**config.mk**
```make
export PLATFORM = sky130hd
export DESIGN_NAME = qr_valley_ctrl
export DESIGN_NICKNAME = d
export VERILOG_FILES = /design/src/rtl/qr_pkg.sv /design/src/rtl/qr_target_ctr.sv /design/src/rtl/qr_valley_ctr.sv /design/src/rtl/qr_gate_fsm.sv /design/src/rtl/qr_valley_ctrl.sv
export SDC_FILE = /design/constraint.sdc
export NUM_CORES = 1
export LEC_CHECK = 0
export ABC_AREA = 1
export BUFFER_PORTS_ARGS = -buffer_cell sky130_fd_sc_hd__clkbuf_2
export CORE_ASPECT_RATIO = 1.25
export CORE_MARGIN = 8
export CORE_UTILIZATION = 61
export CTS_CLUSTER_SIZE = 25
export DETAILED_ROUTE_END_ITERATION = 10
export GPL_TIMING_DRIVEN = 0
export HOLD_SLACK_MARGIN = 0.06
export PLACE_DENSITY_LB_ADDON = 0.1
export SLEW_MARGIN = 20
export SYNTH_ARGS = -nofsm -noshare
export SYNTH_HDL_FRONTEND = slang
export SYNTH_SLANG_ARGS = --single-unit
export TNS_END_PERCENT = 50
```
**constraint.sdc**
```tcl
create_clock -name clk_i -period 2.12 [get_ports clk_i]
set_input_delay 0.106 -clock clk_i [delete_from_list [all_inputs] [get_ports clk_i]]
set_output_delay 0.106 -clock clk_i [all_outputs]
set_load 0.05 [all_outputs]
```
**src/rtl/qr_pkg.sv**
```systemverilog
package qr_pkg;

    // Largest number of valleys that may be skipped before turn-on
    localparam int SKIP_MAX = 7;
    localparam int SKIP_W   = $clog2(SKIP_MAX + 1);

    typedef logic [SKIP_W-1:0] skip_t;

    // Gate sequencing states
    typedef enum logic [1:0] {
        ST_OFF_RING = 2'd0,
        ST_OFF_WAIT = 2'd1,
        ST_ON_BLANK = 2'd2,
        ST_ON_RUN   = 2'd3
    } gate_state_t;

endpackage

```
**src/rtl/qr_target_ctr.sv**
```systemverilog
module qr_target_ctr
    import qr_pkg::*;
#(
    parameter int TICK_CYC = 4_800_000
) (
    input  logic  clk_i,
    input  logic  rst_ni,
    input  logic  fb_lo_i,
    input  logic  fb_hi_i,
    input  logic  fb_rst_i,
    input  logic  force_one_i,
    output skip_t target_o
);

    localparam int TKW = (TICK_CYC > 2) ? $clog2(TICK_CYC) : 1;
    localparam logic [TKW-1:0] TICK_LAST = TKW'(TICK_CYC - 1);
    localparam skip_t ONE = skip_t'(1);
    localparam skip_t TOP = skip_t'(SKIP_MAX);

    logic [TKW-1:0] tick_cnt_q;
    logic           tick;
    logic           seen_lo_q;
    logic           seen_hi_q;
    logic           eff_lo;
    logic           eff_hi;
    skip_t          target_q;

    assign tick   = (tick_cnt_q == TICK_LAST);
    assign eff_lo = seen_lo_q | fb_lo_i;
    assign eff_hi = seen_hi_q | fb_hi_i;

    // Free-running evaluation period
    always_ff @(posedge clk_i or negedge rst_ni) begin
        if (!rst_ni) begin
            tick_cnt_q <= '0;
        end else if (tick) begin
            tick_cnt_q <= '0;
        end else begin
            tick_cnt_q <= tick_cnt_q + 1'b1;
        end
    end

    // Flags seen during the running period
    always_ff @(posedge clk_i or negedge rst_ni) begin
        if (!rst_ni) begin
            seen_lo_q <= 1'b0;
            seen_hi_q <= 1'b0;
        end else if (tick) begin
            seen_lo_q <= 1'b0;
            seen_hi_q <= 1'b0;
        end else begin
            seen_lo_q <= eff_lo;
            seen_hi_q <= eff_hi;
        end
    end

    // Saturating target with hysteresis and fast return to one
    always_ff @(posedge clk_i or negedge rst_ni) begin
        if (!rst_ni) begin
            target_q <= ONE;
        end else if (fb_rst_i || force_one_i) begin
            target_q <= ONE;
        end else if (tick) begin
            if (eff_hi) begin
                if (target_q > ONE) target_q <= target_q - 1'b1;
            end else if (!eff_lo) begin
                if (target_q < TOP) target_q <= target_q + 1'b1;
            end
        end
    end

    assign target_o = target_q;

    p_target_range_r1: assert property (@(posedge clk_i) disable iff (!rst_ni)
        (target_q >= ONE) && (target_q <= TOP));

    p_force_one_r4: assert property (@(posedge clk_i) disable iff (!rst_ni)
        (fb_rst_i || force_one_i) |=> (target_q == ONE));

    p_tick_only_r2: assert property (@(posedge clk_i) disable iff (!rst_ni)
        (!fb_rst_i && !force_one_i && !tick) |=> $stable(target_q));

endmodule

```
**src/rtl/qr_valley_ctr.sv**
```systemverilog
module qr_valley_ctr
    import qr_pkg::*;
#(
    parameter int SYNC_STAGES = 2
) (
    input  logic  clk_i,
    input  logic  rst_ni,
    input  logic  zc_raw_i,
    input  logic  gate_i,
    output skip_t valley_o
);

    localparam skip_t TOP = skip_t'(SKIP_MAX);

    // Synchronizer stages plus one stage for edge detection
    logic [SYNC_STAGES:0] zc_sh_q;
    logic                 zc_fall;
    skip_t                valley_q;

    genvar g;
    generate
        for (g = 0; g <= SYNC_STAGES; g++) begin : g_sync
            if (g == 0) begin : g_first
                always_ff @(posedge clk_i or negedge rst_ni) begin
                    if (!rst_ni) zc_sh_q[g] <= 1'b1;
                    else         zc_sh_q[g] <= zc_raw_i;
                end
            end else begin : g_next
                always_ff @(posedge clk_i or negedge rst_ni) begin
                    if (!rst_ni) zc_sh_q[g] <= 1'b1;
                    else         zc_sh_q[g] <= zc_sh_q[g-1];
                end
            end
        end
    endgenerate

    assign zc_fall = zc_sh_q[SYNC_STAGES] & ~zc_sh_q[SYNC_STAGES-1];

    always_ff @(posedge clk_i or negedge rst_ni) begin
        if (!rst_ni) begin
            valley_q <= '0;
        end else if (gate_i) begin
            valley_q <= '0;
        end else if (zc_fall && (valley_q != TOP)) begin
            valley_q <= valley_q + 1'b1;
        end
    end

    assign valley_o = valley_q;

    p_clear_on_r5: assert property (@(posedge clk_i) disable iff (!rst_ni)
        gate_i |=> (valley_q == '0));

    p_single_step_r5: assert property (@(posedge clk_i) disable iff (!rst_ni)
        !gate_i |=> ((valley_q == $past(valley_q)) || (valley_q == $past(valley_q) + 3'd1)));

endmodule

```
**src/rtl/qr_gate_fsm.sv**
```systemverilog
module qr_gate_fsm
    import qr_pkg::*;
#(
    parameter int RS_SHORT_CYC = 250,
    parameter int RS_LONG_CYC  = 2500,
    parameter int OFF_MAX_CYC  = 4200,
    parameter int LEB_CYC      = 33,
    parameter int ON_MAX_CYC   = 3000
) (
    input  logic  clk_i,
    input  logic  rst_ni,
    input  skip_t valley_i,
    input  skip_t target_i,
    input  logic  zc_hi_i,
    input  logic  cs_trip_i,
    output logic  gate_o
);

    localparam int TMAX = (OFF_MAX_CYC > ON_MAX_CYC) ? OFF_MAX_CYC : ON_MAX_CYC;
    localparam int TW   = $clog2(TMAX + 1);

    localparam logic [TW-1:0] OFF_LAST  = TW'(OFF_MAX_CYC - 1);
    localparam logic [TW-1:0] ON_LAST   = TW'(ON_MAX_CYC - 1);
    localparam logic [TW-1:0] LEB_LAST  = TW'(LEB_CYC - 1);
    localparam logic [TW-1:0] RSS_LAST  = TW'(RS_SHORT_CYC - 1);
    localparam logic [TW-1:0] RSL_LAST  = TW'(RS_LONG_CYC - 1);
    localparam logic [TW-1:0] OFF_LIM   = TW'(OFF_MAX_CYC);
    localparam logic [TW-1:0] ON_LIM    = TW'(ON_MAX_CYC);
    localparam logic [TW-1:0] LEB_LIM   = TW'(LEB_CYC);
    localparam logic [TW-1:0] RSS_LIM   = TW'(RS_SHORT_CYC);
    localparam logic [TW-1:0] T_SAT     = TW'(TMAX);

    gate_state_t   state_q;
    gate_state_t   state_d;
    logic [TW-1:0] t_q;
    logic [TW-1:0] ring_last;
    logic          valley_ok;
    logic          on_q;
    logic          on_d;

    assign ring_last = zc_hi_i ? RSS_LAST : RSL_LAST;
    assign valley_ok = (valley_i >= target_i);
    assign on_q      = (state_q == ST_ON_BLANK) || (state_q == ST_ON_RUN);
    assign on_d      = (state_d == ST_ON_BLANK) || (state_d == ST_ON_RUN);

    // State register
    always_ff @(posedge clk_i or negedge rst_ni) begin
        if (!rst_ni) state_q <= ST_OFF_RING;
        else         state_q <= state_d;
    end

    // Phase timer: counts cycles since the gate last changed level
    always_ff @(posedge clk_i or negedge rst_ni) begin
        if (!rst_ni)           t_q <= '0;
        else if (on_d != on_q) t_q <= '0;
        else                   t_q <= t_q + 1'b1;
    end

    // Transitions
    always_comb begin
        state_d = state_q;
        unique case (state_q)
            ST_OFF_RING: begin
                if (t_q >= OFF_LAST) begin
                    state_d = ST_ON_BLANK;
                end else if (t_q >= ring_last) begin
                    state_d = valley_ok ? ST_ON_BLANK : ST_OFF_WAIT;
                end
            end
            ST_OFF_WAIT: begin
                if (valley_ok || (t_q >= OFF_LAST)) state_d = ST_ON_BLANK;
            end
            ST_ON_BLANK: begin
                if (t_q >= ON_LAST) begin
                    state_d = ST_OFF_RING;
                end else if (t_q >= LEB_LAST) begin
                    state_d = cs_trip_i ? ST_OFF_RING : ST_ON_RUN;
                end
            end
            ST_ON_RUN: begin
                if (cs_trip_i || (t_q >= ON_LAST)) state_d = ST_OFF_RING;
            end
            default: state_d = ST_OFF_RING;
        endcase
    end

    // Outputs
    always_comb begin
        gate_o = on_q;
    end

    // Level run lengths observed on the gate output, for the properties below
    logic [TW-1:0] lo_run_q;
    logic [TW-1:0] hi_run_q;

    always_ff @(posedge clk_i or negedge rst_ni) begin
        if (!rst_ni) begin
            lo_run_q <= '0;
            hi_run_q <= '0;
        end else begin
            lo_run_q <= gate_o ? '0 : ((lo_run_q == T_SAT) ? lo_run_q : lo_run_q + 1'b1);
            hi_run_q <= !gate_o ? '0 : ((hi_run_q == T_SAT) ? hi_run_q : hi_run_q + 1'b1);
        end
    end

    p_min_off_r6: assert property (@(posedge clk_i) disable iff (!rst_ni)
        $rose(gate_o) |-> (lo_run_q >= RSS_LIM));

    p_turn_on_cause_r7: assert property (@(posedge clk_i) disable iff (!rst_ni)
        $rose(gate_o) |-> (($past(valley_i) >= $past(target_i)) || (lo_run_q == OFF_LIM)));

    p_max_off_r8: assert property (@(posedge clk_i) disable iff (!rst_ni)
        lo_run_q <= OFF_LIM);

    p_min_on_r9: assert property (@(posedge clk_i) disable iff (!rst_ni)
        $fell(gate_o) |-> (hi_run_q >= LEB_LIM));

    p_max_on_r10: assert property (@(posedge clk_i) disable iff (!rst_ni)
        hi_run_q <= ON_LIM);

    p_trip_off_r11: assert property (@(posedge clk_i) disable iff (!rst_ni)
        (gate_o && (hi_run_q >= LEB_LAST) && cs_trip_i) |=> !gate_o);

endmodule

```
**src/rtl/qr_valley_ctrl.sv**
```systemverilog
module qr_valley_ctrl
    import qr_pkg::*;
#(
    parameter int TICK_CYC     = 4_800_000,
    parameter int RS_SHORT_CYC = 250,
    parameter int RS_LONG_CYC  = 2500,
    parameter int OFF_MAX_CYC  = 4200,
    parameter int LEB_CYC      = 33,
    parameter int ON_MAX_CYC   = 3000,
    parameter int SYNC_STAGES  = 2
) (
    input  logic              clk_i,
    input  logic              rst_ni,
    input  logic              zc_raw_i,
    input  logic              zc_hi_i,
    input  logic              cs_trip_i,
    input  logic              line_hi_i,
    input  logic              fb_lo_ll_i,
    input  logic              fb_hi_ll_i,
    input  logic              fb_lo_hl_i,
    input  logic              fb_hi_hl_i,
    input  logic              fb_rst_i,
    input  logic              force_one_i,
    output logic              gate_o,
    output logic [SKIP_W-1:0] target_o,
    output logic [SKIP_W-1:0] valley_o
);

    logic  fb_lo_sel;
    logic  fb_hi_sel;
    logic  gate;
    skip_t target;
    skip_t valley;

    // Counting thresholds follow the line level
    assign fb_lo_sel = line_hi_i ? fb_lo_hl_i : fb_lo_ll_i;
    assign fb_hi_sel = line_hi_i ? fb_hi_hl_i : fb_hi_ll_i;

    qr_target_ctr #(
        .TICK_CYC (TICK_CYC)
    ) u_target (
        .clk_i       (clk_i),
        .rst_ni      (rst_ni),
        .fb_lo_i     (fb_lo_sel),
        .fb_hi_i     (fb_hi_sel),
        .fb_rst_i    (fb_rst_i),
        .force_one_i (force_one_i),
        .target_o    (target)
    );

    qr_valley_ctr #(
        .SYNC_STAGES (SYNC_STAGES)
    ) u_valley (
        .clk_i    (clk_i),
        .rst_ni   (rst_ni),
        .zc_raw_i (zc_raw_i),
        .gate_i   (gate),
        .valley_o (valley)
    );

    qr_gate_fsm #(
        .RS_SHORT_CYC (RS_SHORT_CYC),
        .RS_LONG_CYC  (RS_LONG_CYC),
        .OFF_MAX_CYC  (OFF_MAX_CYC),
        .LEB_CYC      (LEB_CYC),
        .ON_MAX_CYC   (ON_MAX_CYC)
    ) u_fsm (
        .clk_i     (clk_i),
        .rst_ni    (rst_ni),
        .valley_i  (valley),
        .target_i  (target),
        .zc_hi_i   (zc_hi_i),
        .cs_trip_i (cs_trip_i),
        .gate_o    (gate)
    );

    assign gate_o   = gate;
    assign target_o = target;
    assign valley_o = valley;

endmodule

```
==> results.cfg, run 1 <==
[place]
io_buffers = 18
place_area_um2 = 3260
place_congestion = 0.909
placed_cells = 475
dp_slack_ps = 69.3
hpwlAfterDp_mm = 4.62

[power]
power_leakage_nw = 1.70
powerDensity_nw_per_um2 = 629
ir_worst_vdd_v = 0.000611

[route]
ant_nets = 0
viasPerCell = 5.20
wl_mm = 5.97
vias = 2544
wl_per_cell_um = 12.2
firstDrtPassIters = 4
drc = 0
drt_iter0_markers = 95

[setup_path]
worstRegToRegCells = 14
path_delay_family = simple AND/OR/NAND/NOR gates
crit_type = flip-flop to flip-flop
cp_common_cell = nand2_2
endpoint_kind = flip-flop
crit_chain = ha_1, nand2_2, inv_2, nand3_2, nor2_2, nand2_2, nor2_4, nand2_2, nor3_4, buf_4, nand2_2, nand2_2, nand2_1, o21ai_0
cp-start-kind = flip-flop
worstSetupPathDepth = 14
crit_buf_inv = 2
crit_path_max_incr_delay_ps = 420
critPathRequiredTime_ps = 2340
cp.arrival_ps = 2190
slowest_stage = dfrtp_1
crit_path_max_fanout = 6

[yosys]
ys_top_cells_by_area = dfrtp_1 (36%), nor2_1 (7.7%), inv_1 (7.3%), ha_1 (6.9%), nand2_1 (6.7%)
ys_ff_latch = 49
avgSynthCellArea_um2 = 7.82
synth_top_area_share = 0.365
syn-cell-area_um2 = 3090
synth-edff-count = 0
ys_seq_area_frac = 0.399
yosysWarnings = 0
yosysTopAreaCell = dfrtp_1
synthDistinctLibCells = 43
async_flop_share = 1.00
syn-num-nets = 424
ys.flop_type = dfrtp_1
netlist_instances = 395

[clock_tree]
insertion_delay_ps = 310
cts-buffers-inserted = 5
tritoncts = built
cts_root_buf = clkbuf_8
cts_sinks = 49
htreeDepth = 2
cts_buffer_depth = 2
clk_pin_slew_ps = 100

[global_route]
antenna_found_initial = 0
grt_usage = 0.176
grt_max_degree = 50
grt_first_pass_wirelength_mm = 10.9
grt_pass1_vias = 2555
grt_overflow = 0

[final_layout]
fillers = 420
layout-drive-gt1-share = 0.185
nets = 455
stdcell_area_um2 = 3470
area.sequential_um2 = 1230
stdcell_count = 489
multiInputGateArea_um2 = 1600
syn2layout_area_growth_pct = 12.3
diodes = 0

[floorplan]
die_w_um = 79.6
start_util = 0.621
core_um2 = 4970
die_h_um = 95.5
die_area_um2 = 7610
io-pin-count = 19
num_rows = 29

[timing]
worst_pin_slew_ps = 652
worst_slack_ps = 154
final_hold_viol_count = 0
drv_slew = 0
holdWs_ps = 92.7
timing.fmax_mhz = 509
setup_violations = 0
skew_ps = 13.1
rsz0062_at_grt = yes
max-slew-margin-rel = 0.566
period_share = 0.927
period_needed_ps = 1970

[worst_hold_path]
hp-class = primary input to flip-flop
worstHoldPathCells = 3

[run]
max_cap_violations = 0

[status]
status = finished, final reports clean
[layout by cell type, fill, tap and decap left out, types with 8 or more instances in the layout]
cell / instances
xor2_1: 13
nand4_1: 9
clkbuf_2: 18
nor2_2: 15
nand2_2: 8
o21ai_0: 9
inv_1: 59
ha_1: 17
dfrtp_1: 42
nor2_1: 63
a21oi_1: 8
nand3_1: 27
nor3_1: 14
nand2_1: 55
[Yosys cell counts (2+ instances only)]
master     n
nand3_1   27
o21ai_0    9
ha_1      17
a21oi_1    9
nand2_2    8
o21a_1     3
a211oi_1   3
xnor2_1    5
nand4_1    9
clkbuf_1   2
dfstp_2    4
o21ai_1    2
dfrtp_1   45
inv_1     60
buf_6      2
nand2_1   55
nor3_1    14
xor2_1    13
nor2_1    63
nand3_2    2
nor2_2    15
nor3_2     2
nand3b_1   2
nor4_1     4
a31oi_1    2
[cell families (layout without fill, tap and decap cells)]
group,Yosys count,count (layout),share of synthesized area
xor+xnor,18,18,0.0511
simple gates,209,209,0.325
fa+ha+maj,17,17,0.0689
compound gates,34,34,0.0669
buf+inv,68,100,0.0895
flops,49,49,0.399
[worst reg2reg max path, stage by stage, from the launching register on]
cell     delay [ps]
dfrtp_1         420
ha_1            200
nand2_2          70
inv_2            60
nand3_2          80
nor2_2          100
nand2_2          70
nor2_4          130
nand2_2         100
nor3_4          160
buf_4           180
nand2_2          60
nand2_2         100
nand2_1          70
o21ai_0          70
[final timing paths]
kind	end	from	slack (ps)
setup / recovery	u_target.target_o[2]	u_target.tick_cnt_q[0]	150
hold / removal	u_target.seen_lo_q	fb_lo_hl_i	90
setup reg to reg	u_target.target_o[2]	u_target.tick_cnt_q[0]	150
hold reg to reg	u_valley.zc_sh_q[1]	u_valley.zc_sh_q[0]	370
max in group asynchronous	u_fsm.t_q[11]	rst_ni	1260
min in group asynchronous	u_target.tick_cnt_q[1]	rst_ni	380
[per-stage QoR]
| step | total power, mW | setup TNS [ps] | utilization |
|---|---|---|---|
| after floorplan | 1.29 | 0 | - |
| after global placement | 1.39 | 0 | 0.655 |
| after detailed placement | 1.39 | 0 | 0.656 |
| after CTS | 2.20 | 0 | 0.688 |
| after global routing | 2.30 | -104 | 0.698 |
| final | 2.18 | 0 | 0.698 |
[flip-flops by register name, summed over array words and instances, names as in the netlist]
signal and flops:
u_fsm.t_q 13, u_target.target_o 3, u_target.tick_cnt_q 23, u_target.seen_lo_q 1
u_valley.zc_sh_q 3, u_fsm.state_q 2, u_valley.valley_o 3, u_target.seen_hi_q 1
[power breakdown]
part | internal, mW | leakage, nW | switching (mW)
clock | 0.475 | 0.0687 | 0.320
sequential | 0.972 | 0.622 | 0.0337
combinational | 0.122 | 1.00 | 0.258
total | 1.57 | 1.70 | 0.612
[per-layer routing]
layer	up-vias	wire length, µm	track usage
met2	20	3240	0.336
li1	1322	-	-
met5	-	0	0
met4	0	116	0.0759
met1	1194	2510	0.183
met3	8	107	0.0302
[cell type report]
type | count | area share
clock buffer | 5 | 0.0198
inverter | 61 | 0.0660
multi-input combinational | 278 | 0.461
buffer | 7 | 0.0137
sequential | 49 | 0.356
clock inverter | 3 | 0.0198
tap | 62 | 0.0224
timing repair buffer | 24 | 0.0411
[repair_timing]
item | in CTS | in global routing
gates resized for setup | 0 | 5
setup buffers | 0 | 4
endpoints found under the setup margin | 0 | 16
hold buffers | 2 | 0
endpoints found under the hold margin | 46 | 0
No activity file was read; power rests on OpenSTA's default activity.
==> inputs of run 2 (changes only) <==
--- a/config.mk
+++ b/config.mk
@@ -9,7 +9,7 @@
 export BUFFER_PORTS_ARGS = -buffer_cell sky130_fd_sc_hd__clkbuf_2
 export CORE_ASPECT_RATIO = 1.25
 export CORE_MARGIN = 8
-export CORE_UTILIZATION = 61
+export CORE_UTILIZATION = 60
 export CTS_CLUSTER_SIZE = 25
 export DETAILED_ROUTE_END_ITERATION = 10
 export GPL_TIMING_DRIVEN = 0
==> results.cfg, run 2 (same netlist as run 1, synthesis figures left out) <==
[power]
p_sw_mw = 0.607
seq_power_share = 0.518
clkPwrFrac = 0.282
powerDensity_nw_per_um2 = 560
ir_worst_vdd_v = 0.000585
internal_power_mw = 1.33
pwr-share-comb = 0.200
swShare = 0.313
power_leakage_nw = 1.69

[clock_tree]
tritoncts = built
htreeDepth = 2
cts_buffer_depth = 2
clk_pin_slew_ps = 90
insertion_delay_ps = 300
cts-buffers-inserted = 5
cts_sinks = 49
cts_root_buf = clkbuf_8

[setup_path]
slowest_stage = dfrtp_2
endpoint_kind = flip-flop
cp.arrival_ps = 2190
cp_common_cell = nand2_2
critPathRequiredTime_ps = 2310
crit_type = flip-flop to flip-flop
cp-start-kind = flip-flop
crit_path_max_fanout = 10
crit_path_max_incr_delay_ps = 430
crit_chain = inv_1, ha_1, a21oi_2, nand4_1, nor2_1, nand2_1, nand2_1, nand3_2, nand2_2, nand2_2, nand2_2, buf_8, nor2_2

[run]
max_cap_violations = 0

[floorplan]
core_um2 = 5010
start_util = 0.617
die_area_um2 = 7710
die_w_um = 80.2
die_h_um = 96.2
io-pin-count = 19
num_rows = 29

[timing]
timing.fmax_mhz = 500
skew_ps = 14.9
setup_violations = 0
drv_slew = 0
period_needed_ps = 2000
max-slew-margin-rel = 0.559
period_share = 0.943
setup_tns_ps = 0
worst_pin_slew_ps = 662
final_hold_viol_count = 0

[global_route]
grt_max_degree = 50
grt_usage = 0.175
grt_pass1_vias = 2547
grt_first_pass_wirelength_mm = 10.8
grt_overflow = 0
antenna_found_initial = 0

[route]
ant_nets = 0
firstDrtPassIters = 4
wl_mm = 6.24
viasPerCell = 5.19
drt_iter0_markers = 127
wl_per_cell_um = 12.6
vias = 2563
drc = 0

[place]
hpwlAfterDp_mm = 4.64
io_buffers = 18
place_congestion = 0.875

[final_layout]
largest_register = u_target.tick_cnt_q
layout-drive-gt1-share = 0.194
fin_util = 0.691
final_common_cell = nor2_1
final_cell_mix = nor2_1 (63), inv_1 (59), nand2_1 (54)
largest_reg_flops = 23
nets = 460
reg_top3 = u_target.tick_cnt_q (23), u_fsm.t_q (13)
syn2layout_area_growth_pct = 12.0
diodes = 0

[worst_hold_path]
hp-class = primary input to flip-flop

[status]
status = finished, final reports clean
==> run 2: cell types whose count changed in the layout (fill, tap and decap cells not counted), sizes merged <==
cell      delta
bufinv       -2
buf          +5
inv          -1
clkbuf       +2
clkinvlp     +1
==> run 2: layout make-up <==
class                      count  area [µm²]
tap                           62        77.6
fill                         417        1550
buffer                         7        51.3
clock inverter                 1        7.51
timing repair buffer          29         178
inverter                      61         229
clock buffer                   7        76.3
multi-input combinational    278        1600
sequential                    49        1230
==> run 2: worst paths after layout <==
path / startpoint / end / slack [ps] / cells past startpoint
setup reg to reg: u_target.target_o[2] / u_fsm.t_q[5] / 120 / 13
hold / removal: fb_lo_hl_i / u_target.seen_lo_q / 110 / 3
setup / recovery: u_target.target_o[2] / u_fsm.t_q[5] / 120 / 13
hold reg to reg: u_valley.zc_sh_q[0] / u_valley.zc_sh_q[1] / 370 / 0
min in group asynchronous: rst_ni / u_target.tick_cnt_q[1] / 410 / 2
max in group asynchronous: rst_ni / u_target.target_o[1] / 1230 / 2
==> run 2: power groups by stage <==
stage               registers [mW]  clock network, mW  logic, mW
floorplan                     1.13                  0      0.163
global placement              1.02                  0      0.360
detailed placement            1.02                  0      0.371
CTS                           1.01              0.564      0.378
global route                  1.01              0.607      0.434
finish                        1.00              0.545      0.388
==> run 2: timing repair <==
item / 4_1_cts / 5_1_grt
hold endpoints to repair: 46 / 0
hold buffers: 2 / 0
setup endpoints to repair: 0 / 13
setup buffers: 0 / 8
resized for setup: 0 / 8
==> run 2: critical path: cells and delay by family, from the launching register on <==
family                   cells  cell delay [ps]
buffers and inverters        2              280
AND/OR/NAND/NOR              9              760
adder cells (fa/ha/maj)      1              270
flip-flops                   1              430
AO/OA/AOI/OAI                1              150
==> run 2: metal layers <==
| layer | track usage | part of all wire | vias to the layer above |
|---|---|---|---|
| met5 | 0 | 0 | - |
| met4 | 0.0699 | 0.018 | 0 |
| met3 | 0.0280 | 0.017 | 7 |
| met2 | 0.341 | 0.55 | 21 |
| met1 | 0.180 | 0.42 | 1202 |
| li1 | - | - | 1333 |
==> run 2: through the flow <==
stage / power (mW) / std cells / setup WS, ps / hold WS (ps) / area (µm²)
floorplan: 1.29 / 395 / 93.6 / -190 / 3090
global placement: 1.38 / 475 / 121 / 194 / 3260
detailed placement: 1.40 / 475 / 97.6 / 195 / 3260
CTS: 1.95 / 485 / 27.6 / 114 / 3360
global route: 2.05 / 494 / -14.6 / 134 / 3460
finish: 1.94 / 494 / 120 / 114 / 3460
==> inputs of run 3 (changes only) <==
--- a/config.mk
+++ b/config.mk
@@ -9,7 +9,7 @@
 export BUFFER_PORTS_ARGS = -buffer_cell sky130_fd_sc_hd__clkbuf_2
 export CORE_ASPECT_RATIO = 1.25
 export CORE_MARGIN = 8
-export CORE_UTILIZATION = 60
+export CORE_UTILIZATION = 50
 export CTS_CLUSTER_SIZE = 25
 export DETAILED_ROUTE_END_ITERATION = 10
 export GPL_TIMING_DRIVEN = 0
==> results.cfg, run 3 (same netlist as run 1, synthesis figures left out) <==
[setup_path]
cp.arrival_ps = 2240
crit_buf_inv = 2
endpoint_kind = flip-flop
path_delay_family = simple AND/OR/NAND/NOR gates
slowest_stage = dfrtp_1
crit_path_max_incr_delay_ps = 410
cp-start-kind = flip-flop
crit_path_max_fanout = 10
crit_chain = ha_2, nand2_2, inv_2, nand3_4, nor2_2, nand2_2, nor2_4, nand2_4, nor3_4, buf_6, nand4_2, o21ai_2
cp_common_cell = nand2_2
critPathRequiredTime_ps = 2340
crit_type = flip-flop to flip-flop

[final_layout]
final_common_cell = nor2_1
fillers = 595
largest_reg_flops = 23
diodes = 0
reg_top3 = u_target.tick_cnt_q (23), u_fsm.t_q (13)
final_cell_mix = nor2_1 (63), inv_1 (58), nand2_1 (55)
layout-drive-gt1-share = 0.196
largest_register = u_target.tick_cnt_q
fin_util = 0.582
nets = 457
stdcell_count = 514
syn2layout_area_growth_pct = 14.8
stdcell_area_um2 = 3540

[floorplan]
io-pin-count = 19
start_util = 0.507
die_w_um = 86.3
die_h_um = 104
die_area_um2 = 8960
core_um2 = 6090
num_rows = 32

[place]
hpwlAfterDp_mm = 4.64
place_congestion = 0.889
place_area_um2 = 3290
dp_slack_ps = 85.2
io_buffers = 18
placed_cells = 498

[clock_tree]
cts_root_buf = clkbuf_8
tritoncts = built
cts_buffer_depth = 2
htreeDepth = 2
clk_pin_slew_ps = 100
cts_sinks = 49
cts-buffers-inserted = 5
insertion_delay_ps = 300

[route]
firstDrtPassIters = 4
viasPerCell = 4.96
drc = 0
wl_mm = 6.12
wl_per_cell_um = 11.9
ant_nets = 0
vias = 2552
drt_iter0_markers = 61

[power]
pwr-share-comb = 0.177
swShare = 0.281
internal_power_mw = 1.57
seq_power_share = 0.460
p_sw_mw = 0.612
powerDensity_nw_per_um2 = 616
ir_worst_vdd_v = 0.000710
p_total_mw = 2.18
power_leakage_nw = 1.72
clkPwrFrac = 0.363

[timing]
worst_pin_slew_ps = 666
drv_slew = 0
final_hold_viol_count = 0
period_share = 0.951
setup_violations = 0
timing.fmax_mhz = 496
setup_tns_ps = 0
holdWs_ps = 79.6
max-slew-margin-rel = 0.556
period_needed_ps = 2020
rsz0062_at_grt = yes
skew_ps = 9.08
worst_slack_ps = 104

[global_route]
grt_max_degree = 50
grt_overflow = 0
grt_pass1_vias = 2571
antenna_found_initial = 0
grt_usage = 0.149
grt_first_pass_wirelength_mm = 11.0

[run]
max_cap_violations = 0

[status]
status = finished, final reports clean

[worst_hold_path]
hp-class = primary input to flip-flop
==> run 3: changes by cell type in the layout (fill, tap and decap cells not counted), moves of 2 or more <==
cell,delta
bufinv_16,+2
buf_4,-2
nand2_4,+2
clkbuf_1,-2
nand2_2,-3
==> run 3: worst paths after layout <==
kind	from	end	slack, ps	depth (start not counted)
min in group asynchronous	rst_ni	u_target.tick_cnt_q[5]	380	2
worst max register to register	u_target.tick_cnt_q[0]	u_target.target_o[1]	100	12
max in group asynchronous	rst_ni	u_target.target_o[1]	1230	2
worst min register to register	u_valley.zc_sh_q[0]	u_valley.zc_sh_q[1]	370	0
worst min-delay path	fb_lo_hl_i	u_target.seen_lo_q	80	3
worst max-delay path	u_target.tick_cnt_q[0]	u_target.target_o[1]	100	12
==> run 3: metal layers <==
layer | track usage | vias to the layer above | wire length, µm
met4 | 0.0704 | 0 | 206
li1 | - | 1326 | -
met1 | 0.158 | 1166 | 2590
met2 | 0.276 | 40 | 3200
met5 | 0 | - | 0
met3 | 0.0229 | 20 | 126
==> run 3: worst min-delay path, delay by kind of cell <==
kind                   cells  cell delay (ps)
buffers and inverters      1               80
AOI/OAI and AO/OA          1               80
and+or+nand+nor            1               90
==> run 3: cell type report <==
class | count | area (µm²) | area share
well taps | 85 | 106 | 0.0300
repair buffers | 26 | 158 | 0.0445
flip-flops and latches | 49 | 1230 | 0.348
clock inverters | 3 | 68.8 | 0.0194
inverters | 61 | 229 | 0.0646
multi-input cells | 278 | 1620 | 0.458
clock buffers | 5 | 68.8 | 0.0194
plain buffers | 7 | 56.3 | 0.0159
==> run 3: timing repair <==
| action | in CTS | in global routing |
|---|---|---|
| hold endpoints to repair | 46 | 0 |
| buffers inserted | 0 | 6 |
| endpoints found under the setup margin | 0 | 16 |
| hold buffers | 2 | 0 |
| resized for setup | 0 | 13 |
==> run 3: power by group through the flow <==
stage          Clock, mW  Combinational [mW]  Sequential [mW]
2_1_floorplan          0               0.163             1.13
3_3_place_gp           0               0.364             1.03
3_5_place_dp           0               0.371             1.03
4_1_cts            0.830               0.378             1.01
5_1_grt            0.867               0.438             1.01
6_report           0.793               0.386             1.00
